`config.mk`:
```
export PLATFORM = sky130hd
export DESIGN_NAME = cbr_unit
export DESIGN_NICKNAME = d
export VERILOG_FILES = /design/src/rtl/cbr_pkg.sv /design/src/rtl/cbr_decode.sv /design/src/rtl/cbr_cond.sv /design/src/rtl/cbr_target.sv /design/src/rtl/cbr_unit.sv
export SDC_FILE = /design/constraint.sdc
export NUM_CORES = 1
export LEC_CHECK = 0
export CORE_UTILIZATION = 46
export DETAILED_ROUTE_END_ITERATION = 6
export PLACE_DENSITY = 0.9
export SLEW_MARGIN = 5
export SYNTH_ARGS = -nofsm -noshare
export SYNTH_HDL_FRONTEND = slang
export SYNTH_SLANG_ARGS = --single-unit
```
`constraint.sdc`:
```
create_clock -name clk -period 3.8 [get_ports clk]
set_clock_uncertainty 0.1 [all_clocks]
set_input_delay 0.76 -clock clk [delete_from_list [all_inputs] [get_ports clk]]
set_output_delay 0.76 -clock clk [all_outputs]
set_load 0.005 [all_outputs]
```
`src/rtl/cbr_pkg.sv`:
```
package cbr_pkg;
  typedef enum logic [2:0] {
    OP_NONE,
    OP_BCOND,
    OP_SWI,
    OP_BSHORT,
    OP_BLHI,
    OP_BLLO,
    OP_BX
  } op_e;

  typedef enum logic [1:0] {
    MODE_NONE = 2'b00,
    MODE_SVC  = 2'b01,
    MODE_IRQ  = 2'b10
  } mode_e;

  localparam int COND_W  = 4;
  localparam int COND_N  = 1 << COND_W;
  localparam int INSTR_W = 16;
endpackage

```
`src/rtl/cbr_decode.sv`:
```
module cbr_decode
  import cbr_pkg::*;
(
  input  logic [INSTR_W-1:0] instr,
  output op_e                op,
  output logic [COND_W-1:0]  cond
);
  assign cond = instr[11:8];

  always_comb begin
    op = OP_NONE;
    if (instr[15:8] == 8'hDF)                op = OP_SWI;
    else if (instr[15:12] == 4'b1101)        op = OP_BCOND;
    else if (instr[15:11] == 5'b11100)       op = OP_BSHORT;
    else if (instr[15:11] == 5'b11110)       op = OP_BLHI;
    else if (instr[15:11] == 5'b11111)       op = OP_BLLO;
    else if (instr[15:7] == 9'b010001110)    op = OP_BX;
  end
endmodule

```
`src/rtl/cbr_cond.sv`:
```
module cbr_cond
  import cbr_pkg::*;
(
  input  logic [3:0]        flags,
  input  logic [COND_W-1:0] cond,
  output logic              pass
);
  logic n, z, c, v;
  assign {n, z, c, v} = flags;

  logic [COND_N-1:0] table_q;

  genvar k;
  generate
    for (k = 0; k < COND_N; k++) begin : g_code
      always_comb begin
        case (k)
          0:  table_q[k] = z;
          1:  table_q[k] = !z;
          2:  table_q[k] = c;
          3:  table_q[k] = !c;
          4:  table_q[k] = n;
          5:  table_q[k] = !n;
          6:  table_q[k] = v;
          7:  table_q[k] = !v;
          8:  table_q[k] = c && !z;
          9:  table_q[k] = !c || z;
          10: table_q[k] = (n == v);
          11: table_q[k] = (n != v);
          12: table_q[k] = !z && (n == v);
          13: table_q[k] = z || (n != v);
          default: table_q[k] = 1'b0;
        endcase
      end
    end
  endgenerate

  assign pass = table_q[cond];
endmodule

```
`src/rtl/cbr_target.sv`:
```
module cbr_target
  import cbr_pkg::*;
#(
  parameter int XLEN = 32
) (
  input  logic [INSTR_W-1:0] instr,
  input  logic [XLEN-1:0]    pc,
  input  logic [XLEN-1:0]    src,
  input  logic [XLEN-1:0]    lr,
  output logic [XLEN-1:0]    bcond_tgt,
  output logic [XLEN-1:0]    bshort_tgt,
  output logic [XLEN-1:0]    blhi_lr,
  output logic [XLEN-1:0]    bllo_tgt,
  output logic [XLEN-1:0]    bllo_lr,
  output logic [XLEN-1:0]    bx_tgt,
  output logic [XLEN-1:0]    swi_lr,
  output logic [XLEN-1:0]    irq_lr
);
  logic [XLEN-1:0] off8, off11, hi11, lo11;
  logic [XLEN-1:0] next_addr;

  assign off8  = {{(XLEN-9){instr[7]}}, instr[7:0], 1'b0};
  assign off11 = {{(XLEN-12){instr[10]}}, instr[10:0], 1'b0};
  assign hi11  = {{(XLEN-23){instr[10]}}, instr[10:0], 12'b0};
  assign lo11  = {{(XLEN-12){1'b0}}, instr[10:0], 1'b0};

  assign next_addr  = pc - XLEN'(2);
  assign bcond_tgt  = pc + off8;
  assign bshort_tgt = pc + off11;
  assign blhi_lr    = pc + hi11;
  assign bllo_tgt   = (lr + lo11) & ~XLEN'(1);
  assign bllo_lr    = next_addr | XLEN'(1);
  assign bx_tgt     = src & ~XLEN'(1);
  assign swi_lr     = next_addr;
  assign irq_lr     = pc + XLEN'(2);
endmodule

```
`src/rtl/cbr_unit.sv`:
```
module cbr_unit
  import cbr_pkg::*;
#(
  parameter int          XLEN    = 32,
  parameter logic [31:0] SWI_VEC = 32'h0000_0008,
  parameter logic [31:0] IRQ_VEC = 32'h0000_0018
) (
  input  logic            clk,
  input  logic            rst,
  input  logic            valid_i,
  input  logic [15:0]     instr_i,
  input  logic [XLEN-1:0] pc_i,
  input  logic [3:0]      flags_i,
  input  logic [XLEN-1:0] src_i,
  input  logic [XLEN-1:0] lr_i,
  input  logic            irq_i,
  input  logic            irq_mask_i,
  output logic            flush_o,
  output logic [XLEN-1:0] new_pc_o,
  output logic            lr_we_o,
  output logic [XLEN-1:0] lr_data_o,
  output logic            state_o,
  output logic            exc_o,
  output logic [XLEN-1:0] exc_vec_o,
  output logic [1:0]      exc_mode_o
);
  op_e             op;
  logic [COND_W-1:0] cond;
  logic            pass;
  logic [XLEN-1:0] bcond_tgt, bshort_tgt, blhi_lr, bllo_tgt, bllo_lr;
  logic [XLEN-1:0] bx_tgt, swi_lr, irq_lr;

  cbr_decode u_dec (.instr(instr_i), .op(op), .cond(cond));
  cbr_cond   u_cnd (.flags(flags_i), .cond(cond), .pass(pass));
  cbr_target #(.XLEN(XLEN)) u_tgt (
    .instr(instr_i), .pc(pc_i), .src(src_i), .lr(lr_i),
    .bcond_tgt(bcond_tgt), .bshort_tgt(bshort_tgt), .blhi_lr(blhi_lr),
    .bllo_tgt(bllo_tgt), .bllo_lr(bllo_lr), .bx_tgt(bx_tgt),
    .swi_lr(swi_lr), .irq_lr(irq_lr)
  );

  logic            n_flush, n_lrwe, n_exc, n_state;
  logic [XLEN-1:0] n_pc, n_lr, n_vec;
  mode_e           n_mode;
  logic            irq_take;

  assign irq_take = valid_i && irq_i && !irq_mask_i;

  always_comb begin
    n_flush = 1'b0;
    n_lrwe  = 1'b0;
    n_exc   = 1'b0;
    n_state = state_o;
    n_pc    = '0;
    n_lr    = '0;
    n_vec   = '0;
    n_mode  = MODE_NONE;
    if (irq_take) begin
      n_flush = 1'b1;
      n_exc   = 1'b1;
      n_lrwe  = 1'b1;
      n_lr    = irq_lr;
      n_vec   = XLEN'(IRQ_VEC);
      n_pc    = XLEN'(IRQ_VEC);
      n_mode  = MODE_IRQ;
      n_state = 1'b0;
    end else if (valid_i) begin
      case (op)
        OP_BCOND: if (pass) begin
          n_flush = 1'b1;
          n_pc    = bcond_tgt;
        end
        OP_SWI: begin
          n_flush = 1'b1;
          n_exc   = 1'b1;
          n_lrwe  = 1'b1;
          n_lr    = swi_lr;
          n_vec   = XLEN'(SWI_VEC);
          n_pc    = XLEN'(SWI_VEC);
          n_mode  = MODE_SVC;
          n_state = 1'b0;
        end
        OP_BSHORT: begin
          n_flush = 1'b1;
          n_pc    = bshort_tgt;
        end
        OP_BLHI: begin
          n_lrwe = 1'b1;
          n_lr   = blhi_lr;
        end
        OP_BLLO: begin
          n_flush = 1'b1;
          n_pc    = bllo_tgt;
          n_lrwe  = 1'b1;
          n_lr    = bllo_lr;
        end
        OP_BX: begin
          n_flush = 1'b1;
          n_pc    = bx_tgt;
          n_state = src_i[0];
        end
        default: ;
      endcase
    end
  end

  always_ff @(posedge clk) begin
    if (rst) begin
      flush_o    <= 1'b0;
      new_pc_o   <= '0;
      lr_we_o    <= 1'b0;
      lr_data_o  <= '0;
      state_o    <= 1'b1;
      exc_o      <= 1'b0;
      exc_vec_o  <= '0;
      exc_mode_o <= MODE_NONE;
    end else begin
      flush_o    <= n_flush;
      new_pc_o   <= n_pc;
      lr_we_o    <= n_lrwe;
      lr_data_o  <= n_lr;
      state_o    <= n_state;
      exc_o      <= n_exc;
      exc_vec_o  <= n_vec;
      exc_mode_o <= n_mode;
    end
  end

  assert_exc_flush_R4: assert property (@(posedge clk) disable iff (rst)
    exc_o |-> flush_o);
  assert_exc_state_R9: assert property (@(posedge clk) disable iff (rst)
    exc_o |-> !state_o);
  assert_mode_match_R4: assert property (@(posedge clk) disable iff (rst)
    (exc_mode_o != 2'b00) == exc_o);
  assert_pc_even_R8: assert property (@(posedge clk) disable iff (rst)
    flush_o && !exc_o |-> new_pc_o[0] == 1'b0);
  assert_irq_entry_R9: assert property (@(posedge clk) disable iff (rst)
    irq_take |=> exc_o && exc_mode_o == 2'b10 && lr_we_o);
  assert_idle_R11: assert property (@(posedge clk) disable iff (rst)
    !valid_i |=> !flush_o && !lr_we_o && !exc_o);
  assert_state_hold_R12: assert property (@(posedge clk) disable iff (rst)
    !valid_i |=> $stable(state_o));
endmodule

```
* Word level (Yosys, flattened, before mapping) *
Index checks and enable logic that the tools add are counted.

word-level totals
  logic and storage cells = 84
  input bits = 121
  flip-flop bits (word level) = 102
  output and inout port bits = 102

cells by class
  reductions and logical operators = 17
  order comparisons = 1
  bitwise operators = 1
  equal/unequal tests = 14
  add/sub/neg operators = 6
  mux-type cells = 34

operator list
  operator                                            count
  one-hot mux 32 bit (5 select lines)                 1
  adder 32 bit                                        3
  2-to-1 mux 32 bit                                   3
  one-hot mux 32 bit (3 select lines)                 1
  adder 32 x 12 -> 32 bit                             1
  adder 32 x 2 -> 32 bit, second input constant       1
  subtractor 32 x 2 -> 32 bit, second input constant  1
  2-to-1 mux 3 bit                                    6
  == test 5 bit, second input constant                3
  2-to-1 mux 5 bit                                    3
  2-to-1 mux 1 bit                                    14
  == test 3 bit, second input constant                3
  == test 9 x 8 -> 1 bit, second input constant       1
  == test 8 bit, second input constant                1
  2-to-1 mux 4 bit                                    2
  == test 3 x 2 -> 1 bit, second input constant       2
  OR reduction 3 bit                                  2
  logical NOT 1 bit                                   5
  < comparator 4 x 5 -> 1 bit, second input constant  1
  binary-select mux 1 bit (select 4 bit)              1
  == test 4 bit, second input constant                1
  logical AND 1 bit                                   4
  one-hot mux 1 bit (2 select lines)                  2
  OR reduction 4 bit                                  1
  other kinds (9)                                     10

* Depth between registers and ports, before layout *
Gate-level depths: netlist of the first run.

  word-level depth = 12
  gate-level depth with buffers = 12
  mapped depth without buffers = 11

* Modules after synthesis *
Synthesis of the first run repeated with hierarchy kept, for this count alone.

second synthesis, totals
  cells, all modules = 1,314
  area, all modules = 10,128.5 µm²

by module, submodules not included
  module      area an instance (µm²)  seq. area each (µm²)  instances  cells an instance
  cbr_target  5,977.0                 0.0                   1          875
  cbr_unit    3,921.3                 1,401.3               1          407
  cbr_decode  121.4                   0.0                   1          19
  cbr_cond    108.9                   0.0                   1          13

* Worst setup path before layout of the first run *
OpenSTA, ideal clock, no wires.

  path type = input -> register
  from = input instr_i[0]
  to = register new_pc_o[21]
  arrival = 3.435 ns
  buffers on the path = 0
  setup time = 0.132 ns
  cell stages on the path = 11
  required time = 3.568 ns
  setup slack = 0.133 ns
  cell sequence = ha_1 fa_1 a211o_1 a211o_1 a311oi_2 a21oi_2 a221o_2 a221oi_2 xnor2_1 a221oi_2 a21oi_1

between the ends
  cells in the longest elaborated chain, start to end = 3
  elaborated cells between the ends (all ways) = 5
  those cells by class = add/sub: 3; mux: 2

ends and longest elaborated chain
  item                                   line              source
  start: declaration                     cbr_unit.sv:11    input logic [15:0] instr_i,
  adder 32 bit                           cbr_target.sv:28  assign bcond_tgt = pc + off8;
  2-to-1 mux 32 bit                      cbr_unit.sv:69    OP_BCOND: if (pass) begin
  one-hot mux 32 bit (5 select lines) *  cbr_unit.sv:68    case (op)
  end signal: assignment                 cbr_unit.sv:119   new_pc_o <= n_pc;
  end: declaration                       cbr_unit.sv:19    output logic [XLEN-1:0] new_pc_o,

Mark *: on every way between the ends. The rest lies on a longest branch, timed or not.
A chain may end at the register's enable or synchronous reset.

* Final worst setup path of the first run *
  from = input pc_i[13]
  to = register lr_data_o[24]

between the ends
  cells in the longest elaborated chain, start to end = 4
  elaborated cells between the ends (all ways) = 6
  those cells by class = add/sub: 3; mux: 3

ends and longest elaborated chain
  item                                                                line                                source
  start: declaration                                                  cbr_unit.sv:12                      input logic [XLEN-1:0] pc_i,
  subtractor 32 x 2 -> 32 bit / adder 32 bit (equally long branches)  cbr_target.sv:27, cbr_target.sv:30
  one-hot mux 32 bit (3 select lines)                                 cbr_unit.sv:68
  2-to-1 mux 32 bit                                                   cbr_unit.sv:67                      end else if (valid_i) begin
  2-to-1 mux 32 bit *                                                 cbr_unit.sv:58                      if (irq_take) begin
  end signal: assignment                                              cbr_unit.sv:121                     lr_data_o <= n_lr;
  end: declaration                                                    cbr_unit.sv:21                      output logic [XLEN-1:0] lr_data_o,

Marks and branches as above.

==> results.md, run 1 <==
* Critical-path top delay cell: clkdlybuf4s50_1
* CTS tree: done
* Global route overflow at 0
* Setup violations, final at 0
* Standard-cell rows at 49
* CP Max Fanout at 8
* Synth unique cells at 75
* Wire length per cell at 19.3 um
* Fin. Hold Viols at 0
* Setup ws final at 0.101 ns
* Clock Latency Late Sink at roughly 0.35 ns
* Netlist Area Pre-Place at 0.00848 mm2
* Final WL at roughly 34,000 um
* Worst path most repeated cell: buf_4
* Largest net degree at the start of global routing at 23
* Fmax at between 0.2 and 0.3 GHz
* PD cells at 251 mW/mm2
* Register Area at 0.00140 mm2
* Post-route DRC at 0
* CTS Buffer Depth at 2
* Count of clock tree sinks at 70
* Crit path from: pc_i[13]
* Die W at 138 um
* Startpoint types: input pin
* DRT antenna net count at 0
* Util after Layout at 68.6%
* First-pass GRT wire length at 51,300 um
* Multi-input gate area at 0.00670 mm2
* Post-Syn Area per Cell at between 7 and 8 um2
* DR iter-0 viols at 1,117
* R2R Setup Slk at 3.17 ns
* Core ar. at 0.0180 mm2
* Leakage at 5.13 nW
* Maximum vdd drop at 0.225 mV
* Setup crit end: lr_data_o[24]
* Nets at around 1.7k
* Die Area at 0.0190 mm2
* Number of global-route vias before repair at 9,803
* Initial core utilization at 47.1%
* R2r endpoint: state_o
* Top Ports at 223
* Crit path depth at 13
* Max_cap viols at 0
* Fillers at roughly 1.5k
* Inst Count DP at 1,731
* Dominant synthesized flop cell: dfxtp_1
* WP data required at 3.92 ns
* Min Tclk post-route at about 3.7 ns
* Post-synth EDFFs at 0
* All-Layer GR Usage at 35.4%
* Worst r2r src: state_o
* CP Buf/Inv Count at 3
* Syn Inst Count at 1,150
* Layout cell share with drive strength beyond 1 at 17.7%
* CTS root buf: clkbuf_16
* Synthesis-to-finish area growth at 45.7%
* CTS Buf Count at 9
* Vias/cell at 6.09
* CTS H-Tree Depth at 3
* Initial antenna violation count at 2
* Crit path max-delay family: compound AO/OA/AOI/OAI gates
* Vias at 10.7k
* DP HPWL at around 27,000 um
* Tcrit/Tclk final at a little over nine tenths
* Crit-path cells: clkdlybuf4s50_1, buf_4, fa_1, a21o_1, a21oi_2, nor2b_1, o21a_1, o41a_1, a31oi_2, buf_4, o21ai_0, xnor2_1, o22ai_1
* Die Span Y at 138 um
* Nature of the critical path endpoint: register
* Crit path largest cell delay at 0.53 ns
* Setup TNS Final at 0 ns
* Non-filler cells, final at approximately 1.8k
* Final Max Tran Viols at 0
* Sequential fraction of the synthesis area at 16.5%
* Tightest Pin Transition at 0.669 ns
* Yosys warnings at 0
* Port bufs at around 190
* FF-to-FF path depth at 2
* #FFs+latches synth at 70
* Pre-CTS WS at -0.561 ns
* Worst hold path class: register to register
* Post-synth ARST share at 0%
* Crit Path Class: input pin to register
* Final Power at slightly above 3 mW
* Worst relative slew slack at a little under three fifths
* Status: completed
* Clk pin slew, worst setup/hold paths at about 0.060 ns
* Drt first pass iters at 6
* Routability cong. at 1.01
* Worst Path Arrival at roughly 3.8 ns
## sequential cells by signal, summed over array words and instances, names as in the netlist
register    flops
lr_data_o      32
new_pc_o       32
exc_mode_o      1
exc_o           1
exc_vec_o       1
flush_o         1
lr_we_o         1
state_o         1
## per-layer routing
metal	track usage (%)	share of wire (%)	vias up
li1	-	-	4979
met1	46.3	41	4916
met2	56.7	45	652
met3	5.92	10	107
met4	16.0	3.8	0
met5	0	0	-
## power by group
part | internal, mW | switching, mW | total (mW) | leakage, nW
clock network | 0.597 | 0.365 | 0.963 | 0.156
registers | 0.750 | 0.00455 | 0.755 | 0.569
logic | 0.675 | 0.711 | 1.39 | 4.40
total | 2.02 | 1.08 | 3.10 | 5.13
## synth_stat cells, drive strengths merged, types with 4 or more instances
library cell	n	area, um2
and2	7	43.8
inv	26	97.6
a21oi	93	469
clkbuf	48	180
nor3b	5	47.5
xor2	52	455
a31o	4	35.0
a221oi	26	240
o21ai	70	350
o221a	4	45.0
o31ai	9	67.6
o22ai	15	93.8
o221ai	8	70.1
o21a	17	128
a21o	28	211
a211o	5	43.8
nor3	31	155
a211oi	17	128
ha	74	926
o21bai	10	75.1
and3	18	113
and4	6	52.6
a22oi	19	143
or2	6	37.5
a31oi	20	125
dfxtp	70	1400
nor4	14	103
buf	34	250
o211ai	7	52.6
nand3	45	225
or3	12	75.1
xnor2	66	578
nor2	90	338
nand2	120	450
a221o	4	41.3
or4	5	41.3
nand4	13	81.3
nand2b	9	56.3
## placed cells by master, fill, tap and decap left out, drive strengths merged, types with 8 or more instances in the layout
cell / instances
buf: 216
clkdlybuf4s50: 187
nand2: 120
a21oi: 93
nor2: 90
ha: 74
dfxtp: 70
o21ai: 70
xnor2: 66
xor2: 52
nand3: 45
nor3: 31
conb: 30
a21o: 28
inv: 28
a221oi: 26
a31oi: 20
a22oi: 19
and3: 18
o21a: 17
a211oi: 17
o22ai: 15
nor4: 14
nand4: 13
or3: 12
o21bai: 10
clkbuf: 10
nand2b: 9
o31ai: 9
o221ai: 8
## worst register-to-register path, cell delays in order, from the launching register on
cell,delay (ns)
dfxtp_1,0.32
nand2_1,0.06
nand2_1,0.05
## per-stage QoR
stage | hold WS (ns) | area, um2
floorplan | 0.339 | 8590
global placement | 0.330 | 12000
detailed placement | 0.355 | 12000
CTS | 0.363 | 12300
global route | 0.400 | 12400
finish | 0.364 | 12400
## repair_timing
item / CTS / global route
cloned: 0 / 0
buffers inserted: 1 / 0
setup endpoints to repair: 6 / 16
hold buffers: 0 / 0
pin swaps: 10 / 6
resized for setup: 5 / 10
## layout make-up
class / count / area share (%)
Timing Repair Buffer: 407 / 28.6
Tap cell: 229 / 2.32
Clock buffer: 10 / 1.93
Sequential cell: 70 / 11.3
Inverter: 26 / 0.790
Multi-Input combinational cell: 1000 / 54.2
Antenna cell: 2 / 0.0405
Clock inverter: 6 / 0.749
## cell families (layout without fill, tap and decap cells)
| group | count (synthesis) | count (layout) | share of synthesized area (%) |
|---|---|---|---|
| buf+inv | 109 | 449 | 6.34 |
| mux | 5 | 5 | 0.752 |
| xor+xnor | 118 | 118 | 12.2 |
| compound gates | 379 | 379 | 30.2 |
| other cells | 1 | 32 | 0.0442 |
| simple gates | 391 | 391 | 22.4 |
| flops | 70 | 70 | 16.5 |
| fa+ha+maj | 77 | 77 | 11.6 |
## how the worst min path moves through the flow
stage / depth (start not counted) / from / slack [ns] / to
2_1_floorplan: 2 / state_o / 0.34 / state_o
3_3_place_gp: 2 / state_o / 0.33 / state_o
3_5_place_dp: 2 / state_o / 0.35 / state_o
4_1_cts: 2 / state_o / 0.36 / state_o
5_1_grt: 2 / state_o / 0.40 / state_o
6_report: 2 / state_o / 0.36 / state_o
Power figures use the tool's default switching activity.
==> run 2: changes to the inputs <==
Settings changed: GPL_ROUTABILITY_DRIVEN set to 0.
==> results.md, run 2 (synthesis gave the netlist of run 1 again) <==
* Nature of the critical path endpoint: register
* Reg power frac at 25.1% (+0.8 points)
* Clk network pwr share at 28.6% (-2.4 points)
* Post-route DRC at 10 (+10)
* Setup TNS Final at 0 ns (unchanged)
* Tcrit/Tclk final at 99.9% (+2.6 points)
* Inst Count DP at 1,706 (-1.4%)
* DRT antenna net count at 0 (unchanged)
* Largest net degree at the start of global routing at 23 (unchanged)
* Hold depth at 2 (unchanged)
* Leakage at 5.04 nW (-1.8%)
* PD cells at 246 mW/mm2 (-2.0%)
* Global route overflow at 0 (unchanged)
* Vias/cell at 6.43 (+5.5%)
* DP HPWL at 26,000 um (-3.9%)
* Worst relative slew slack at 62.5% (+7.3 points)
* FF-to-FF path depth at 2 (unchanged)
* Startpoint types: input pin
* Combinational power share at 46.4% (+1.7 points)
* Drt first pass iters at 7 (+1)
* All-Layer GR Usage at 35.6% (+0.14 points)
* Vias at 11.1k (+4.1%)
* Largest registers: lr_data_o: 32 flops, new_pc_o: 32 flops
* CTS tree: done
* Critical-path top delay cell: clkdlybuf4s50_1
* CTS Buf Count at 9 (unchanged)
* Clock Latency Late Sink at 0.35 ns (about the same)
* Most frequent cells in the layout: buf_4 (194), clkdlybuf4s50_1 (186), nand2_1 (120), nor2_1 (90), a21oi_1 (90)
* Crit path depth at 15 (+2)
* Net Sw Power at 1.09 mW (+0.67%)
* Core ar. at 0.0180 mm2 (unchanged)
* Die Area at 0.0190 mm2 (unchanged)
* Count of clock tree sinks at 70 (unchanged)
* Commonest non-fill, non-tap cell in the layout: buf_4
* CP Max Fanout at 5 (-3)
* CTS root buf: clkbuf_16
* Initial antenna violation count at 0 (-2)
* Crit path largest cell delay at 0.55 ns (+0.02 ns)
* Final WL at 34,300 um (+1.5%)
* CTS H-Tree Depth at 3 (unchanged)
* Port bufs at 191 (unchanged)
* Maximum vdd drop at 0.233 mV (+3.9%)
* DR iter-0 viols at 1,717 (+54%)
* Crit path max-delay family: buffers and inverters
* Failing checks: DRC
* Fmax at 0.263 GHz (-2.6%)
* Crit-path cells: clkdlybuf4s50_1, buf_4, buf_4, ha_1, buf_4, nand2_1, nor3_1, o211a_1, o31a_1, buf_4, o211ai_1, a211oi_2, o22ai_2, mux2_4, o2bb2ai_2
* Max_cap viols at 0 (unchanged)
* Tightest Pin Transition at 0.557 ns (-0.113 ns)
* Wire length per cell at 19.9 um (+2.9%)
* Switching share of total power at 36.2% (+1.3 points)
* Status: complete, but fails checks
* Pint at 1.92 mW (-4.9%)
* First-pass GRT wire length at 52,200 um (+1.8%)
* Worst Path Arrival at 3.99 ns (+0.17 ns)
* Clk pin slew, worst setup/hold paths at 0.06 ns (about the same)
* Non-filler cells, final at 1,727 (-1.3%)
* Fin. Hold Viols at 0 (unchanged)
* Min Tclk post-route at 3.80 ns (+0.0987 ns)
* Final Max Tran Viols at 0 (unchanged)
* Standard-cell rows at 49 (unchanged)
* Top Ports at 223 (unchanged)
* Worst hold path class: register to register
* Initial core utilization at 47.1% (unchanged)
* Die Span Y at 138 um (unchanged)
* Synthesis-to-finish area growth at 44.2%
* Nets at 1,691 (-1.2%)
* WP data required at 3.99 ns (+0.07 ns)
* CP Buf/Inv Count at 5 (+2)
* CTS Buffer Depth at 2 (unchanged)
* Number of inserted diodes at 0 (-2)
* R2R Setup Slk at 3.16 ns (about the same)
* Util after Layout at 67.9% (-0.69 points)
* Setup violations, final at 0 (unchanged)
* Layout cell share with drive strength beyond 1 at 16.9% (-0.82 points)
* Die W at 138 um (unchanged)
* Worst path most repeated cell: buf_4
* Number of global-route vias before repair at 10.5k (+7.4%)
* Crit Path Class: input pin to register
## run 2: cell types whose count changed in the layout (fill, tap and decap cells not counted), sizes merged, moves of 2 or more
cell and delta:
inv -2, clkinv +3, buf -21, diode -2
## run 2: cell type report
class / count / area [um2]
fillers: 1387 / 5790
clock buffers: 11 / 233
well taps: 229 / 287
multi-input cells: 1000 / 6760
inverters: 26 / 97.6
repair buffers: 386 / 3390
flip-flops and latches: 70 / 1400
clock inverters: 5 / 60.1
## run 2: timing repair
action | 4_1_cts | 5_1_grt
setup buffers | 2 | 3
setup endpoints to repair | 6 | 18
hold buffers | 0 | 0
hold endpoints to repair | 0 | 0
pin swaps | 11 | 13
resized for setup | 5 | 24
## run 2: power by group through the flow
| stage | Sequential (mW) | Clock (mW) | Combinational [mW] |
|---|---|---|---|
| final | 0.754 | 0.860 | 1.40 |
| after global routing | 0.756 | 0.899 | 1.48 |
| after CTS | 0.755 | 0.859 | 1.32 |
| after detailed placement | 0.771 | 0 | 1.30 |
| after global placement | 0.771 | 0 | 1.26 |
| after floorplan | 0.773 | 0 | 0.727 |
## run 2: path summary, 6_finish.rpt
check                               from            to
worst min register to register   state_o       state_o
worst max-delay path            pc_i[13]  new_pc_o[29]
worst max register to register   state_o       state_o
worst min-delay path             state_o       state_o
## run 2: stage by stage
stage | cell area [um2] | total power [mW] | hold slack [ns] | worst slack [ns]
2_1_floorplan | 8590 | 1.50 | 0.339 | 0.133
3_3_place_gp | 11800 | 2.03 | 0.334 | -0.459
3_5_place_dp | 11800 | 2.07 | 0.365 | -0.549
4_1_cts | 12100 | 2.93 | 0.372 | 0.0208
5_1_grt | 12200 | 3.14 | 0.390 | -0.00985
6_report | 12200 | 3.01 | 0.366 | 0.00231
## run 2: routing by layer
layer / vias to the layer above / GRT usage (%) / part of all wire (%)
met5: - / 0 / 0
met4: 0 / 24.6 / 7.1
met3: 236 / 8.57 / 13
met2: 942 / 55.4 / 44
met1: 5000 / 43.0 / 36
li1: 4918 / - / -
## run 2: worst min-delay path: stages (launching register included)
cell     delay, ns
dfxtp_1       0.31
nand2_1       0.05
nand2_1       0.05
==> run 3: changes to the inputs <==
Settings changed: CORE_MARGIN set to 5.
==> results.md, run 3 (synthesis gave the netlist of run 1 again) <==
* Initial core utilization at 46.9% (-0.16 points)
* WP data required at 4.00 ns (about the same)
* Top Ports at 223 (unchanged)
* Wire length per cell at 20.1 um (+1.4%)
* First-pass GRT wire length at 52,700 um (+1.1%)
* Nature of the critical path endpoint: register
* Fillers at 1,338 (-3.5%)
* DP Area at 0.0118 mm2 (+0.15%)
* Worst path most repeated cell: a211o_1
* Crit Path Class: input pin to register
* Largest registers: lr_data_o: 32 flops, new_pc_o: 32 flops
* Setup violations, final at 0 (unchanged)
* Core ar. at 0.0181 mm2 (+0.34%)
* Count of clock tree sinks at 70 (unchanged)
* # hold bufs at CTS at 0 (unchanged)
* Synthesis-to-finish area growth at 44.5%
* Number of global-route vias before repair at 10.5k (-0.38%)
* Initial antenna violation count at 1 (+1)
* DR iter-0 viols at 1,428 (-17%)
* Maximum vdd drop at 0.207 mV (-11%)
* Drt first pass iters at 6 (-1)
* RSZ-0062 raised after global routing: no
* Tcrit/Tclk final at 98.0% (-1.9 points)
* DP HPWL at 26,700 um (+2.5%)
* Global route overflow at 0 (unchanged)
* Worst hold path class: register to register
* Worst Path Arrival at 3.93 ns (-0.06 ns)
* Crit path max-delay family: compound AO/OA/AOI/OAI gates
* Standard-cell rows at 49 (unchanged)
* Largest net degree at the start of global routing at 28 (+22%)
* CP Max Fanout at 4 (-1)
* Nets at 1,694 (+0.18%)
* Die Span Y at 146 um (+5.8%)
* Max_cap viols at 0 (unchanged)
* Final WL at 34,900 um (+1.6%)
* Layout cell share with drive strength beyond 1 at 17.0% (+0.099 points)
* CTS tree: done
* Worst relative slew slack at 66.8% (+4.3 points)
* CTS root buf: clkbuf_16
* Crit-path cells: clkdlybuf4s50_1, ha_4, a211o_1, a211o_1, a31o_1, o31a_1, a221o_1, a311oi_2, a31oi_1, o22a_1, nand2_1
* Commonest non-fill, non-tap cell in the layout: buf_4
* All-Layer GR Usage at 30.4% (-5.2 points)
* Die W at 146 um (+5.8%)
* CP Buf/Inv Count at 1 (-4)
* Clk pin slew, worst setup/hold paths at 0.06 ns (about the same)
* Leakage at 5.04 nW (+0.12%)
* Post-route DRC at 0 (-10)
* Fmax at 0.268 GHz (+2.0%)
* DRT antenna net count at 0 (unchanged)
* Die Area at 0.0213 mm2 (+12%)
* CTS Buffer Depth at 2 (unchanged)
* Critical-path top delay cell: clkdlybuf4s50_1
* Final instance area at 0.0123 mm2 (+0.19%)
* Clock Latency Late Sink at 0.35 ns (about the same)
* Final Max Tran Viols at 0 (unchanged)
* Tightest Pin Transition at 0.496 ns (-0.0605 ns)
* Register Area at 0.00140 mm2 (unchanged)
* Setup TNS Final at 0 ns (unchanged)
* Port bufs at 191 (unchanged)
* Vias/cell at 6.34 (-1.4%)
* CTS Buf Count at 9 (unchanged)
* Crit path largest cell delay at 0.56 ns (about the same)
* Vias at 11.0k (-1.1%)
* PD cells at 254 mW/mm2 (+3.2%)
* CTS H-Tree Depth at 3 (unchanged)
* Multi-input gate area at 0.00674 mm2 (-0.41%)
* Most frequent cells in the layout: buf_4 (198), clkdlybuf4s50_1 (187), nand2_1 (120), nor2_1 (90), a21oi_1 (90)
* Status: completed
* Fin. Hold Viols at 0 (unchanged)
* Min Tclk post-route at 3.72 ns (-0.0730 ns)
* Startpoint types: input pin
## run 3: changes by cell type in the layout (fill, tap and decap cells not counted), moves of 2 or more
cell / previous run / this run
nor4_1: 9 / 11
dlygate4sd2_1: 1 / 3
clkdlybuf4s15_1: 2 / 0
o21ai_0: 65 / 68
buf_4: 194 / 198
o21ai_1: 5 / 2
clkbuf_8: 0 / 2
nor4_2: 4 / 2
diode_2: 0 / 2
clkbuf_1: 2 / 0
## run 3: repair_timing
item / in CTS / in global routing
resized for setup: 7 / 12
pin swaps: 9 / 6
endpoints found under the setup margin: 9 / 16
buffers inserted: 3 / 1
## run 3: final cells by class
type                            instances  area share, %
Timing Repair Buffer                  389           27.7
Sequential cell                        70           11.4
Multi-Input combinational cell       1000           55.0
Antenna cell                            2         0.0408
Clock buffer                           11           2.06
Tap cell                              229           2.34
Clock inverter                          5          0.663
Inverter                               26          0.796
## run 3: per-layer routing
metal	vias to the layer above	GRT usage [%]	part of all wire [%]
met5	-	0	0
met3	251	6.79	12
met2	880	48.3	43
met4	0	20.3	8.1
li1	4928	-	-
met1	4917	36.7	37
## run 3: metrics by stage
step / std cells / setup WS [ns] / utilization [%] / total power, mW / hold slack (ns)
2_1_floorplan: 1179 / 0.133 / - / 1.50 / 0.339
3_3_place_gp: 1710 / -0.470 / 65.4 / 2.03 / 0.336
3_5_place_dp: 1710 / -0.542 / 65.4 / 2.07 / 0.348
4_1_cts: 1729 / 0.00407 / 67.4 / 3.06 / 0.356
5_1_grt: 1731 / 0.00699 / 67.8 / 3.24 / 0.371
6_report: 1732 / 0.0753 / 67.8 / 3.11 / 0.358
## run 3: worst reg2reg max path, cell delays in order, from the launching register on
cell and delay, ns:
dfxtp_1 0.31, nand2_1 0.06, nand2_1 0.05
## run 3: worst paths after layout
path         startpoint      endpoint  slack, ns  cells after the start
max reg2reg     state_o       state_o       3.17                      2
max             pc_i[3]  new_pc_o[31]       0.08                     11
min             state_o       state_o       0.36                      2
min reg2reg     state_o       state_o       0.36                      2
## run 3: power breakdown
group	switching [mW]	total, mW	internal (mW)
clock network	0.364	0.974	0.611
registers	0.00447	0.755	0.750
logic	0.719	1.39	0.666
total	1.09	3.11	2.03
